--- config.mk ---
export PLATFORM = sky130hd
export DESIGN_NAME = lnk_status_reg
export DESIGN_NICKNAME = d
export VERILOG_FILES = /design/src/rtl/lsr_pkg.sv /design/src/rtl/lsr_run_detect.sv /design/src/rtl/lsr_sticky_w1c.sv /design/src/rtl/lsr_link_track.sv /design/src/rtl/lnk_status_reg.sv
export SDC_FILE = /design/constraint.sdc
export NUM_CORES = 1
export LEC_CHECK = 0
export ABC_AREA = 1
export BUFFER_PORTS_ARGS = -buffer_cell sky130_fd_sc_hd__buf_2
export CELL_PAD_IN_SITES_DETAIL_PLACEMENT = 1
export CELL_PAD_IN_SITES_GLOBAL_PLACEMENT = 1
export CORE_MARGIN = 5
export CORE_UTILIZATION = 21
export CTS_CLUSTER_SIZE = 20
export DETAILED_ROUTE_END_ITERATION = 10
export MAX_ROUTING_LAYER = met4
export PLACE_DENSITY_LB_ADDON = 0.1
export SLEW_MARGIN = 15
export SYNTH_ARGS = -nofsm -noshare
export SYNTH_HDL_FRONTEND = slang
export SYNTH_HIERARCHICAL = 1
export SYNTH_SLANG_ARGS = --single-unit
--- constraint.sdc ---
create_clock -name clk -period 1.58 [get_ports clk]
set_input_delay 0.395 -clock clk [delete_from_list [all_inputs] [get_ports clk]]
set_output_delay 0.395 -clock clk [all_outputs]
set_load 0.005 [all_outputs]
--- src/rtl/lsr_pkg.sv ---
package lsr_pkg;

  typedef struct packed {
    logic        auto_bw;
    logic        bw_mgmt;
    logic        link_up;
    logic        com_clk;
    logic [11:0] rsvd;
  } lsr_word_t;

  localparam int unsigned WORD_W = $bits(lsr_word_t);
  localparam int unsigned NUM_STICKY = 2;

endpackage

--- src/rtl/lsr_run_detect.sv ---
module lsr_run_detect #(
  parameter int unsigned RUN_LEN = 8
) (
  input  logic clk,
  input  logic rst,
  input  logic flush,
  input  logic os_valid,
  input  logic os_qual,
  output logic hit
);
  localparam int unsigned CNT_W = $clog2(RUN_LEN + 1);
  localparam logic [CNT_W-1:0] LAST = CNT_W'(RUN_LEN - 1);
  localparam logic [CNT_W-1:0] FULL = CNT_W'(RUN_LEN);

  logic [CNT_W-1:0] cnt;

  always_ff @(posedge clk) begin
    if (rst || flush) begin
      cnt <= '0;
    end else if (os_valid) begin
      if (!os_qual)
        cnt <= '0;
      else if (cnt != FULL)
        cnt <= cnt + 1'b1;
    end
  end

  assign hit = os_valid && os_qual && !flush && (cnt == LAST);
endmodule

--- src/rtl/lsr_sticky_w1c.sv ---
module lsr_sticky_w1c (
  input  logic clk,
  input  logic rst,
  input  logic set,
  input  logic clr,
  output logic q
);
  always_ff @(posedge clk) begin
    if (rst)
      q <= 1'b0;
    else if (set)
      q <= 1'b1;
    else if (clr)
      q <= 1'b0;
  end
endmodule

--- src/rtl/lsr_link_track.sv ---
module lsr_link_track (
  input  logic clk,
  input  logic rst,
  input  logic dl_active,
  output logic q
);
  always_ff @(posedge clk) begin
    if (rst)
      q <= 1'b0;
    else
      q <= dl_active;
  end
endmodule

--- src/rtl/lnk_status_reg.sv ---
module lnk_status_reg #(
  parameter int unsigned ADDR_W     = 12,
  parameter logic [ADDR_W-1:0] REG_ADDR = 12'h0B2,
  parameter int unsigned RUN_LEN    = 8,
  parameter bit          DLL_REPORT = 1'b1
) (
  input  logic              clk,
  input  logic              rst,
  input  logic              os_valid,
  input  logic              os_is_ts,
  input  logic              os_auto,
  input  logic              chg_valid,
  input  logic              chg_auto,
  input  logic              fix_chg,
  input  logic              retrain_wr,
  input  logic              dl_active,
  input  logic              dl_down,
  input  logic              wr_en,
  input  logic [ADDR_W-1:0] wr_addr,
  input  logic [1:0]        wr_be,
  input  logic [15:0]       wr_data,
  output logic [15:0]       rd_data,
  output logic              sts_auto_bw,
  output logic              sts_bw_mgmt,
  output logic              sts_link_up
);
  import lsr_pkg::*;

  logic run_hit;
  logic wr_hit;
  logic [NUM_STICKY-1:0] set_v;
  logic [NUM_STICKY-1:0] clr_v;
  logic [NUM_STICKY-1:0] q_v;
  logic link_q;
  lsr_word_t word;

  lsr_run_detect #(.RUN_LEN(RUN_LEN)) u_run (
    .clk      (clk),
    .rst      (rst),
    .flush    (dl_down),
    .os_valid (os_valid),
    .os_qual  (os_is_ts && os_auto),
    .hit      (run_hit)
  );

  assign wr_hit = wr_en && (wr_addr == REG_ADDR) && wr_be[1];

  // index 1 = autonomous flag (bit 15), index 0 = management flag (bit 14)
  assign set_v[1] = !dl_down && (run_hit || (chg_valid && chg_auto));
  assign set_v[0] = !dl_down && (retrain_wr || fix_chg || (chg_valid && !chg_auto));
  assign clr_v    = {wr_hit && wr_data[15], wr_hit && wr_data[14]};

  for (genvar i = 0; i < NUM_STICKY; i++) begin : g_sticky
    lsr_sticky_w1c u_bit (
      .clk (clk),
      .rst (rst),
      .set (set_v[i]),
      .clr (clr_v[i]),
      .q   (q_v[i])
    );
  end

  if (DLL_REPORT) begin : g_link
    lsr_link_track u_link (
      .clk       (clk),
      .rst       (rst),
      .dl_active (dl_active),
      .q         (link_q)
    );
  end else begin : g_nolink
    assign link_q = 1'b0;
  end

  always_comb begin
    word         = '0;
    word.auto_bw = q_v[1];
    word.bw_mgmt = q_v[0];
    word.link_up = link_q;
    word.com_clk = 1'b1;
  end

  assign rd_data     = word;
  assign sts_auto_bw = q_v[1];
  assign sts_bw_mgmt = q_v[0];
  assign sts_link_up = link_q;
endmodule

==> results of run 1 <==
==> critical path, delay by kind of cell, from the launching register on <==
kind                       cells  cell delay, ns
and+or+nand+nor                3            0.36
DFF                            1            0.39
buffers and inverters          1            0.05
adders and majority gates      1            0.19
AOI/OAI and AO/OA              2            0.18
==> worst max path at each step <==
| stage | start | to | slack [ns] | cells past startpoint |
|---|---|---|---|---|
| 3_5_place_dp | os_is_ts | g_sticky[1].u_bit/q$_SDFFE_PP0P_ | 0.22 | 9 |
| 2_1_floorplan | os_is_ts | g_sticky[1].u_bit/q$_SDFFE_PP0P_ | 0.42 | 8 |
| 3_3_place_gp | os_is_ts | g_sticky[1].u_bit/q$_SDFFE_PP0P_ | 0.20 | 9 |
| 6_report | u_run/cnt[0]$_SDFFE_PP0P_ | g_sticky[1].u_bit/q$_SDFFE_PP0P_ | 0.34 | 7 |
| 5_1_grt | u_run/cnt[0]$_SDFFE_PP0P_ | g_sticky[1].u_bit/q$_SDFFE_PP0P_ | 0.22 | 7 |
| 4_1_cts | u_run/cnt[0]$_SDFFE_PP0P_ | g_sticky[1].u_bit/q$_SDFFE_PP0P_ | 0.34 | 7 |
==> state kept, by name, indices dropped and copies added, names as in the netlist <==
name	count
g_link.u_link/q	1
g_sticky.u_bit/q	2
u_run/cnt	4
==> per-layer routing <==
layer,share of wire (%),wire length [um],up-vias
li1,-,-,333
met1,40,605,278
met2,47,717,27
met3,13,189,0
met4,0,0,0
met5,0,0,-
==> through the flow <==
stage	hold WS, ns	power (W)
floorplan	0.457	0.000257
global placement	0.470	0.000277
detailed placement	0.476	0.000279
CTS	0.335	0.000455
global route	0.346	0.000480
finish	0.341	0.000442
==> layout by cell type, fill, tap and decap left out, types with 2 or more instances in the layout <==
cell type / instances
clkbuf_4: 3
buf_2: 32
conb_1: 13
inv_1: 20
a21oi_1: 3
nand2_1: 22
nand3_1: 6
a21oi_2: 2
dfxtp_1: 7
ha_1: 2
nor2_2: 3
nor2_1: 14
==> layout make-up <==
| type | instances | area [um2] | area share, % |
|---|---|---|---|
| multi-input combinational | 69 | 319 | 41.8 |
| timing repair buffer | 32 | 160 | 21.0 |
| sequential | 7 | 140 | 18.4 |
| inverter | 21 | 78.8 | 10.3 |
| tap | 31 | 38.8 | 5.08 |
| clock buffer | 4 | 26.3 | 3.44 |
==> logic make-up (layout without fill, tap and decap cells) <==
| family | Yosys count | in the layout | synth area share, % |
|---|---|---|---|
| buffers and inverters | 37 | 57 | 32.3 |
| other | 2 | 13 | 1.22 |
| and+or+nand+nor | 47 | 47 | 31.8 |
| DFF | 7 | 7 | 22.7 |
| adders and majority gates | 2 | 2 | 4.06 |
| AOI/OAI and AO/OA | 7 | 7 | 7.91 |
==> report_power, final <==
group | internal (W) | switching, W
Sequential | 0.000182 | 0.00000359
Clock | 0.0000967 | 0.0000714
Combinational | 0.0000428 | 0.0000457
==> summary.md, run 1 <==
| Metric | Value |
|---|---|
| Layout fillers | 392 |
| Critical R2R Capture | g_sticky[1].u_bit/q$_SDFFE_PP0P_ |
| DIE AREA | 4120 um2 |
| Sequential fraction of the synthesis area | 22.7% |
| Most numerous cell in the Yosys netlist | nand2_1 |
| CTS tree | done |
| Pwr Density | 579 nW/um2 |
| Cells after Synth | 102 |
| Utilization after layout | 27.4% |
| Hold Path Sink | g_link.u_link/q$_SDFF_PP0_ |
| DR iter-0 viols | 5 |
| Worst setup EP type | flop |
| I/O Pins | 61 |
| Area contributors post-synth | dfxtp_1, buf_4, nand2_1 |
| Placed cell area | 737 um2 |
| Inst Count DP | 160 |
| RSZ-0062 raised after global routing | false |
| Cell taking the most area after synthesis | dfxtp_1 |
| LEAKAGE | 0.441 nW |
| Async set-reset flop share out of synthesis | 0% |
| Vias in the first global route | 612 |
| Clk buf depth | 2 |
| Worst skew pair latency | 0.25 ns |
| Antenna diodes | 0 |
| Drc violations | 0 |
| Number of synthesized flops with an enable pin | 0 |
| R2r setup slk | 0.34 ns |
| Initial Utilization | 22.2% |
| Crit path max fanout | 5 |
| GR Layer Usage met3 | 4.55% |
| Critical Path RT | 1.77 ns |
| Fin crit share | 78.4% |
| Critical Path AT | 1.43 ns |
| Worst setup SP type | flop |
| Critical path type | flop to flop |
| Hold-critical path depth | 3 |
| Critical path's largest stage delay | 0.39 ns |
| Tmin final | 1.24 ns |
| Final WS setup | 0.342 ns |
| DR vias | 638 |
| Routed length per instance | 9.22 um |
| Final WL | 1510 um |
| Met2 Use GR | 12.3% |
| Cts hold-fix bufs | 0 |
| Post-CTS Resized | 0 |
| Synthesized area | 617 um2 |
| Fin. Hold Viols | 0 |
| Core area | 2780 um2 |
| DR vias/cell | 3.89 |
| Total Routing Usage GR | 7.54% |
| Fmax | 808 MHz |
| Distinct cell type count after synthesis | 16 |
| Share of post-route cells with drive strength above 1 | 32.3% |
| Mapped Avg Cell Area | 6.05 um2 |
| First-pass GRT wire length | 2450 um |
| Port Buffers | 32 |
| Area delta synth->final | 23.7% |
| Leading cell types by count after synthesis | nand2_1, inv_1, buf_4 |
| Slowest stage cell, crit path | dfxtp_1 |
| Post-Place Setup Slack | 0.216 ns |
| Gr ovfl total | 0 |
| Yosys warns | 6 |
| First drt pass iteration count | 3 |
| Gpl congestion | 0.783 |
| FF+latch count, synth | 7 |
| Non-Filler Instances | 164 |
| Hold Startpoint | dl_active |
| # clock sinks | 7 |
| HP Class | primary input to flop |
| Max-slew violation count | 0 |
| Status | complete, no violations |
| Main synth FF type | dfxtp_1 |
| Final setup skew | 0.00473 ns |
| Grt peak-use layer | met2 |
| Post-CTS Setup Bufs | 0 |
| Number of CTS-inserted buffers | 3 |
| Final net count | 178 |
| Post-DRT Antenna Nets | 0 |
| # rows | 19 |
| Synth top area share | 22.7% |
| Antenna violations before repair | 0 |
| Root Buffer | clkbuf_4 |
| Die height | 64.2 um |
| Critical R2R Launch | u_run/cnt[0]$_SDFFE_PP0P_ |
| Final setup viols | 0 |
| H-Tree Depth | 1 |
| Worst-path cell chain | ha_1 > nand2_1 > nor4_1 > a21oi_1 > nor2_1 > inv_1 > a21oi_2 |
| Die width | 64.2 um |
| Max_cap viols | 0 |
| Largest net degree at the start of global routing | 8 |
| Reg2Reg Depth | 7 |
| Clk pin slew, worst setup/hold paths | 0.06 ns |
| Max IR drop VDD | 0.258 mV |
| Met1 Use GR | 8.14% |
| Final instance area | 763 um2 |
| Setup tns final | 0 ns |
| Final HPWL DP | 1350 um |
(Power assumes the default switching activity.)
==> inputs of run 2 (changes only) <==
--- a/config.mk
+++ b/config.mk
@@ -10,7 +10,7 @@
 export CELL_PAD_IN_SITES_DETAIL_PLACEMENT = 1
 export CELL_PAD_IN_SITES_GLOBAL_PLACEMENT = 1
 export CORE_MARGIN = 5
-export CORE_UTILIZATION = 21
+export CORE_UTILIZATION = 19
 export CTS_CLUSTER_SIZE = 20
 export DETAILED_ROUTE_END_ITERATION = 10
 export MAX_ROUTING_LAYER = met4
==> constraint.sdc (replaced) <==
create_clock -name clk -period 1.1 [get_ports clk]
set_input_delay 0.275 -clock clk [delete_from_list [all_inputs] [get_ports clk]]
set_output_delay 0.275 -clock clk [all_outputs]
set_load 0.005 [all_outputs]
==> run 2 against run 1 <==
Combinational power grew 66%. Sequential share of layout area shrank 2.1 points. Non-clock buffer count grew 8. Critical path type unchanged. Largest cell class unchanged. Clock power grew 43%. Cell area grew 15%. The flow now finishes with violations (negative setup slack). Highest routed layer unchanged. Sequential power grew 44%. Critical endpoint unchanged.
==> summary.md, run 2 (synthesis gave the netlist of run 1 again) <==
| Metric | Value |
|---|---|
| Port Buffers | 32 (unchanged) |
| Critical Path AT | 1.33 ns (-0.10 ns) |
| Max_cap viols | 0 (unchanged) |
| DR vias | 676 (+6.0%) |
| FF+latch area | 143 um2 (+1.8%) |
| Largest net degree at the start of global routing | 8 (unchanged) |
| Slowest stage cell, crit path | dfxtp_2 |
| H-Tree Depth | 1 (unchanged) |
| Area occupied by multi-input gates | 357 um2 (+12%) |
| Share of post-route cells with drive strength above 1 | 45.4% (+13 points) |
| Gpl congestion | 0.742 (-5.1%) |
| Worst setup SP type | flop |
| Die width | 67.0 um (+4.3%) |
| Highest-count cells in the layout ignoring fill and taps | buf_2, nand2_1, inv_1 |
| Clk pin slew, worst setup/hold paths | 0.06 ns (about the same) |
| LEAKAGE | 0.495 nW (+12%) |
| Final setup viols | 1 (+1) |
| HP Class | primary input to flop |
| Critical path type | flop to flop |
| Final Total Pwr | 0.000655 W (+48%) |
| CP Buf/Inv Count | 1 (unchanged) |
| Most flops, register | u_run/cnt |
| Max-slew violation count | 0 (unchanged) |
| Fmax | 879 MHz (+8.8%) |
| Die height | 67.0 um (+4.3%) |
| Gr ovfl total | 0 (unchanged) |
| Post-DRT Antenna Nets | 0 (unchanged) |
| Core area | 3080 um2 (+11%) |
| Vias in the first global route | 621 (+1.5%) |
| Routed length per instance | 9.22 um (about the same) |
| Final net count | 186 (+4.5%) |
| Top Registers | u_run/cnt (4), g_sticky.u_bit/q (2), g_link.u_link/q (1) |
| Status | finished with violations |
| Pwr Density | 744 nW/um2 (+29%) |
| Final setup skew | 0.00108 ns (-0.00365 ns) |
| CP top delay family | flip-flops |
| First drt pass iteration count | 4 (+1) |
| Inst Count DP | 180 (+13%) |
| Utilization after layout | 28.6% (+1.1 points) |
| Initial Utilization | 20.0% (-2.1 points) |
| Root Buffer | clkbuf_4 |
| Worst-path cell chain | ha_1 > nand2_1 > nor4_2 > a21oi_1 > nor2_1 > inv_1 > a21oi_2 |
| # clock sinks | 7 (unchanged) |
| Antenna violations before repair | 0 (unchanged) |
| Antenna diodes | 0 (unchanged) |
| Tmin final | 1.14 ns (-0.100 ns) |
| Worst hold margin | 0.223 ns (-0.118 ns) |
| # rows | 20 (+1) |
| Drc violations | 0 (unchanged) |
| Critical path's largest stage delay | 0.36 ns (-0.03 ns) |
| Max FFs per register | 4 (unchanged) |
| Worst skew pair latency | 0.25 ns (about the same) |
| Max IR drop VDD | 0.308 mV (+19%) |
| Failing checks | negative setup slack |
| DIE AREA | 4490 um2 (+8.9%) |
| Final WL | 1710 um (+13%) |
| Fin. Hold Viols | 0 (unchanged) |
| Final WS setup | -0.0381 ns (-0.380 ns) |
| Area delta synth->final | 42.6% |
| Clk buf depth | 2 (unchanged) |
| Crit path max fanout | 4 (-1) |
| CTS tree | done |
| Setup tns final | -0.0381 ns (-0.0381 ns) |
| Total Routing Usage GR | 7.76% (+0.22 points) |
| Non-Filler Instances | 185 (+13%) |
| DR vias/cell | 3.65 (-6.1%) |
| DR iter-0 viols | 1 (-4) |
| Final HPWL DP | 1450 um (+7.2%) |
| I/O Pins | 61 (unchanged) |
| Layout fillers | 426 (+8.7%) |
| Number of CTS-inserted buffers | 3 (unchanged) |
| RSZ-0062 raised after global routing | true |
| First-pass GRT wire length | 2520 um (+2.8%) |
| Critical Path RT | 1.29 ns (-0.48 ns) |
| Most common cell after layout, fill and taps aside | buf_2 |
| Fin crit share | 103% (+25 points) |
| Worst setup EP type | flop |
run 2: cell count changes in the layout (fill, tap and decap cells not counted), sizes merged:
cell / before / now
buf: 32 / 40
run 2: worst register-to-register path, cell delays in order, from the launching register on:
cell	delay, ns
dfxtp_2	0.36
ha_1	0.17
nand2_1	0.09
nor4_2	0.14
a21oi_1	0.07
nor2_1	0.09
inv_1	0.06
a21oi_2	0.11
run 2: repair_timing:
action / 4_1_cts / 5_1_grt
hold buffers: 0 / 0
setup endpoints to repair: 5 / 5
gates resized for setup: 3 / 10
pin swaps: 0 / 4
setup buffers: 0 / 1
run 2: worst paths after layout:
path / start / depth (start not counted) / to / slack, ns
setup / recovery: u_run/cnt[0]$_SDFFE_PP0P_ / 7 / g_sticky[1].u_bit/q$_SDFFE_PP0P_ / -0.04
hold / removal: dl_active / 3 / g_link.u_link/q$_SDFF_PP0_ / 0.22
hold reg to reg: g_sticky[0].u_bit/q$_SDFFE_PP0P_ / 2 / g_sticky[0].u_bit/q$_SDFFE_PP0P_ / 0.48
setup reg to reg: u_run/cnt[0]$_SDFFE_PP0P_ / 7 / g_sticky[1].u_bit/q$_SDFFE_PP0P_ / -0.04
run 2: where the power goes:
part           internal [W]  switching [W]
Clock              0.000139       0.000102
Combinational     0.0000733      0.0000741
Sequential         0.000262     0.00000505
Total              0.000474       0.000181
run 2: through the flow:
step	setup WS, ns	instance area, um2
after global routing	-0.179	880
after detailed placement	-0.0785	807
final	-0.0381	880
after global placement	-0.129	807
after floorplan	0.0228	659
after CTS	-0.0474	845
run 2: per-layer routing:
layer,track usage [%],wire (um),vias to the layer above
li1,-,-,348
met4,0.759,0,0
met5,-,0,-
met2,13.1,853,29
met3,4.55,189,0
met1,8.09,662,299
run 2: final cells by class:
type | count | share of cell area [%]
multi-input cells | 69 | 40.5
repair buffers | 40 | 25.0
well taps | 44 | 6.26
flip-flops and latches | 7 | 16.2
clock buffers | 4 | 2.99
inverters | 21 | 8.96
